[src/rtl/lock_pkg.sv]
package lock_pkg;

    localparam int unsigned NUM_STEPS = 3;
    localparam int unsigned STEP_W    = 2;

    typedef enum logic [2:0] {
        ST_WAIT  = 3'd0,
        ST_ONE   = 3'd1,
        ST_TWO   = 3'd2,
        ST_OPEN  = 3'd3,
        ST_REJ   = 3'd4
    } lock_state_e;

    typedef struct packed {
        logic door_open;
        logic rejected;
    } lock_flags_t;

    // Which code position the lock is waiting for in a given state.
    function automatic logic [STEP_W-1:0] step_of(lock_state_e s);
        case (s)
            ST_ONE:  return 2'd1;
            ST_TWO:  return 2'd2;
            default: return 2'd0;
        endcase
    endfunction

    // Next state from the current one, an entry pulse and the match result.
    function automatic lock_state_e advance(lock_state_e cur, logic entry, logic hit);
        if (!entry) return cur;
        case (cur)
            ST_WAIT: return hit ? ST_ONE  : ST_REJ;
            ST_ONE:  return hit ? ST_TWO  : ST_REJ;
            ST_TWO:  return hit ? ST_OPEN : ST_REJ;
            default: return cur;
        endcase
    endfunction

    function automatic lock_flags_t decode(lock_state_e s);
        lock_flags_t f;
        f.door_open = (s == ST_OPEN);
        f.rejected  = (s == ST_REJ);
        return f;
    endfunction

endpackage

[src/rtl/lock_press_edge.sv]
module lock_press_edge (
    input  logic clk_i,
    input  logic rst_i,
    input  logic press_i,
    output logic entry_o
);
    logic prev_q;

    // The previous level is tracked during reset too, so a press still
    // held when reset drops is not counted as a new entry.
    always_ff @(posedge clk_i) begin
        if (rst_i) prev_q <= press_i;
        else       prev_q <= press_i;
    end

    assign entry_o = press_i & ~prev_q & ~rst_i;
endmodule

[src/rtl/lock_code_match.sv]
module lock_code_match
    import lock_pkg::*;
#(
    parameter int unsigned DIGIT_W = 4,
    parameter logic [NUM_STEPS*DIGIT_W-1:0] CODE_VEC = '0
) (
    input  logic [DIGIT_W-1:0] digit_i,
    input  logic [STEP_W-1:0]  step_i,
    output logic               hit_o
);
    localparam int unsigned SLOTS = 1 << STEP_W;

    logic [SLOTS-1:0] hits;

    for (genvar i = 0; i < SLOTS; i++) begin : g_slot
        if (i < NUM_STEPS) begin : g_used
            assign hits[i] = (digit_i == CODE_VEC[i*DIGIT_W +: DIGIT_W]);
        end else begin : g_spare
            assign hits[i] = 1'b0;
        end
    end

    assign hit_o = hits[step_i];
endmodule

[src/rtl/lock_fsm.sv]
module lock_fsm
    import lock_pkg::*;
(
    input  logic               clk_i,
    input  logic               rst_i,
    input  logic               entry_i,
    input  logic               hit_i,
    output logic [STEP_W-1:0]  step_o,
    output lock_flags_t        flags_o
);
    lock_state_e state_q, state_d;

    always_comb begin
        state_d = advance(state_q, entry_i, hit_i);
    end

    always_ff @(posedge clk_i) begin
        if (rst_i) begin
            state_q <= ST_WAIT;
            flags_o <= '0;
        end else begin
            state_q <= state_d;
            flags_o <= decode(state_d);
        end
    end

    assign step_o = step_of(state_q);
endmodule

[src/rtl/lock_top.sv]
module lock_top
    import lock_pkg::*;
#(
    parameter int unsigned         DIGIT_W     = 4,
    parameter logic [DIGIT_W-1:0]  FIRST_CODE  = 4'd3,
    parameter logic [DIGIT_W-1:0]  SECOND_CODE = 4'd9,
    parameter logic [DIGIT_W-1:0]  THIRD_CODE  = 4'd5
) (
    input  logic               clk_i,
    input  logic               rst_i,
    input  logic [DIGIT_W-1:0] digit_i,
    input  logic               press_i,
    output logic               open_o,
    output logic               err_o
);
    localparam logic [NUM_STEPS*DIGIT_W-1:0] CODE_VEC = {THIRD_CODE, SECOND_CODE, FIRST_CODE};

    logic              entry;
    logic              hit;
    logic [STEP_W-1:0] step;
    lock_flags_t       flags;

    lock_press_edge u_edge (
        .clk_i   (clk_i),
        .rst_i   (rst_i),
        .press_i (press_i),
        .entry_o (entry)
    );

    lock_code_match #(
        .DIGIT_W  (DIGIT_W),
        .CODE_VEC (CODE_VEC)
    ) u_match (
        .digit_i (digit_i),
        .step_i  (step),
        .hit_o   (hit)
    );

    lock_fsm u_fsm (
        .clk_i   (clk_i),
        .rst_i   (rst_i),
        .entry_i (entry),
        .hit_i   (hit),
        .step_o  (step),
        .flags_o (flags)
    );

    assign open_o = flags.door_open;
    assign err_o  = flags.rejected;
endmodule

[config.mk]
export PLATFORM = sky130hd
export DESIGN_NAME = lock_top
export DESIGN_NICKNAME = d
export VERILOG_FILES = /design/src/rtl/lock_pkg.sv /design/src/rtl/lock_press_edge.sv /design/src/rtl/lock_code_match.sv /design/src/rtl/lock_fsm.sv /design/src/rtl/lock_top.sv
export SDC_FILE = /design/constraint.sdc
export NUM_CORES = 1
export LEC_CHECK = 0
export ABC_CLOCK_PERIOD_IN_PS = 2100
export BUFFER_PORTS_ARGS = -buffer_cell sky130_fd_sc_hd__buf_2
export CORE_AREA = 10 10 47 49
export DETAILED_ROUTE_END_ITERATION = 8
export DIE_AREA = 0 0 57 59
export SYNTH_ARGS = -nofsm -noshare
export SYNTH_HDL_FRONTEND = slang
export SYNTH_SLANG_ARGS = --single-unit
[constraint.sdc]
create_clock -name clk_i -period 2.1 [get_ports clk_i]
set_input_delay 0.105 -clock clk_i [delete_from_list [all_inputs] [get_ports clk_i]]
set_output_delay 0.105 -clock clk_i [all_outputs]
set_load 0.02 [all_outputs]
==> summary.txt <==
Synthesis
  – Top-area cell type share of the netlist area: 0.389
  – Yosys cell types: 19
  – Ys async rst share: 0
  – FF+latch count, synth: 6
  – Synthesized instance count: 33
  – YS warnings: 0
  – Syn_area_per_cell: ~9.4 µm²
  – Synth area leaders: dfxtp_1, and3b_1, nor4b_1
  – Synth Flop Type: dfxtp_1
  – Register area share after synthesis: 0.389
  – Cell accounting for the most synthesized area: dfxtp_1
  – Syn Nets: 40
  – EDFF count, synth: 0
  – Synthesized cell area: between 300 and 400 µm²

Clock tree
  – Worst-Skew Late Latency: 0.24 ns
  – CTS H-Tree Depth: 1
  – Cts repair resizes: 0
  – CTS Buffer Depth: 2
  – Clock tree from TritonCTS: done
  – Clk slew on worst S/H paths: approximately 0.040 ns
  – Sink Count: 6
  – Num CTS Buffers: 3
  – Clock Tree Root: clkbuf_4

Drt
  – Length of the first detailed-routing pass in iterations: 4
  – WL per Instance: ~12 µm
  – ANT nets after route: 0
  – DRC: 0
  – First DRT Iteration DRCs: 8
  – Final wirelength: 706 µm
  – Vias/cell: between 4 and 5
  – Vias: just under 300

Critical path
  – Worst path max stage delay: between 0.5 and 0.6 ns
  – Setup crit end kind: flop
  – Critical path, cell by cell: dlygate4sd3_1, buf_2, nor4b_2, nand4b_1, a22oi_1, and3_1
  – CP Class: primary input to flop
  – Startpoint types: primary input
  – Crit Path Max Fanout: 5
  – Worst EP required: around 2.3 ns
  – Cell family with most CP delay: simple AND/OR/NAND/NOR gates
  – Buf/Inv on CP: 2
  – WP data arrival: 1.74 ns
  – CP max stage cell: dlygate4sd3_1

Worst hold path
  – Worst Hold Class: primary input to flop

Timing
  – Worst Max-Slew Pin Slew: about 0.45 ns
  – Final min period: 1.56 ns
  – Post-route clock period utilization: 0.741
  – Final Max Slew Viols: 0
  – Final setup viols: 0
  – Setup TNS: 0 ns
  – Hold Fails Final Rpt: 0
  – RSZ-0062 raised after global routing: no
  – Skew final: 0.000818 ns
  – Max Fclk: 0.643 GHz
  – Rel. slew slack: 0.701

Global route
  – First-pass GRT wire length: between 1 and 1.5 mm
  – Met2 usage: 0.0481
  – Overall Global Routing Usage: 0.0450
  – Vias in the first global route: 260
  – Remaining Overflow, GRT: 0
  – Largest net degree at the start of global routing: 8
  – Initial antenna violation count: 0
  – M1 GR Usage: 0.0573
  – Busiest grt layer: met1
  – M3 GR Usage: 0.0408

Power
  – Sw power: 59.5 µW
  – Switch share: 0.231
  – Leak: ~0.00018 µW
  – Internal power: 197 µW
  – VDD IR max: about 160 µV
  – Reg power frac: 0.478
  – Comb power frac: 0.110
  – Clock Power Share: 0.413
  – Pwr dens: roughly 640 nW/µm²

Placed design
  – GP Congestion: between 0.7 and 0.8
  – Post-DP HPWL: about 540 µm
  – Dpl cell area: 369 µm²
  – Placed cells: 57
  – Port Buf Inserts: 8

Floorplanning
  – I/O pin cnt: 9
  – Die W: 57 µm
  – Rows: 14
  – Core Area: between 1000 and 1500 µm²
  – Starting Density: 0.221
  – Chip Height: between 50 and 60 µm
  – Die ar.: between 3000 and 4000 µm²

Layout
  – Antenna cells: 0
  – Post-route insts no fill: 61
  – Synthesis-to-layout area growth: 30.0%
  – Final core occ: 0.287
  – Share of cells above drive strength 1: 0.289
  – Fin nets: 54
  – Most frequent cells in the layout: buf_2, dfxtp_1, and3b_1, clkbuf_4
  – Final Cell Area: roughly 400 µm²
  – Commonest non-fill, non-tap cell in the layout: buf_2
  – Fill cell count: approximately 160

Outcome
  – Status: finished clean

Run
  – Max_cap viols: 0
[worst register-to-register path: cells and delay by family (launching register included)]
| kind | cells | cell delay, ns |
|---|---|---|
| AND/OR/NAND/NOR | 3 | 0.84 |
| flip-flops | 1 | 0.36 |
| AO/OA/AOI/OAI | 1 | 0.29 |
[path summary, 6_finish.rpt]
check,cells past startpoint,slack (ns),start,to
setup reg to reg,4,0.56,u_fsm.state_q[2]$_SDFF_PP0_,u_fsm.flags_o[1]$_SDFF_PP0_
hold / removal,2,0.10,rst_i,u_fsm.state_q[1]$_SDFF_PP0_
hold reg to reg,3,0.61,u_edge.prev_q$_DFF_P_,u_fsm.state_q[2]$_SDFF_PP0_
setup / recovery,6,0.54,press_i,u_fsm.flags_o[1]$_SDFF_PP0_
[metrics by stage]
stage | setup WS (ns) | hold WS [ns] | power, µW
after floorplan | 0.772 | 0.133 | 138
after global placement | 0.611 | 0.223 | 151
after detailed placement | 0.579 | 0.224 | 151
after CTS | 0.556 | 0.0938 | 262
after global routing | 0.446 | 0.108 | 272
final | 0.544 | 0.101 | 257
[final cells by class]
type / instances / area, µm² / share of cell area
Clock buffer: 3 / 22.5 / 0.0561
Inverter: 2 / 7.51 / 0.0187
Multi-Input combinational cell: 25 / 181 / 0.452
Sequential cell: 6 / 120 / 0.299
Tap cell: 16 / 20.0 / 0.0498
Timing Repair Buffer: 9 / 50.0 / 0.125
[power by group through the flow]
stage	Clock (µW)	Sequential (µW)	Combinational, µW
2_1_floorplan	0	126	11.8
3_3_place_gp	0	124	26.7
3_5_place_dp	0	125	26.8
4_1_cts	111	123	28.4
5_1_grt	117	123	31.5
6_report	106	123	28.1
[flip-flops by register name, summed over array words and instances, names as in the netlist]
signal	count
u_fsm.state_q	3
u_edge.prev_q	1
u_fsm.flags_o	2
[metal layers]
metal | vias up | share of wire | wire length (µm)
met4 | 0 | 0.0071 | 5
met3 | 2 | 0.12 | 83
met1 | 129 | 0.52 | 368
met5 | - | 0 | 0
met2 | 14 | 0.35 | 248
li1 | 151 | - | -
[synthesized netlist by cell type, types with 2 or more instances]
cell type	number
dfxtp_1	6
nand2_1	2
inv_1	2
o2111ai_1	2
nor2_1	2
nor2b_1	2
a21oi_1	2
and3b_1	3
nor4b_1	2
[cells by family after synthesis]
group / after synthesis / synth area share
flops: 6 / 0.389
compound gates: 9 / 0.211
simple gates: 16 / 0.377
buf+inv: 2 / 0.0243
[timing repair]
item                                    CTS  global route
hold buffers                              1             0
buffers inserted                          0             0
endpoints found under the hold margin     1             0
endpoints found under the setup margin    0             0
Note: power is estimated with default switching activity, not from simulation.
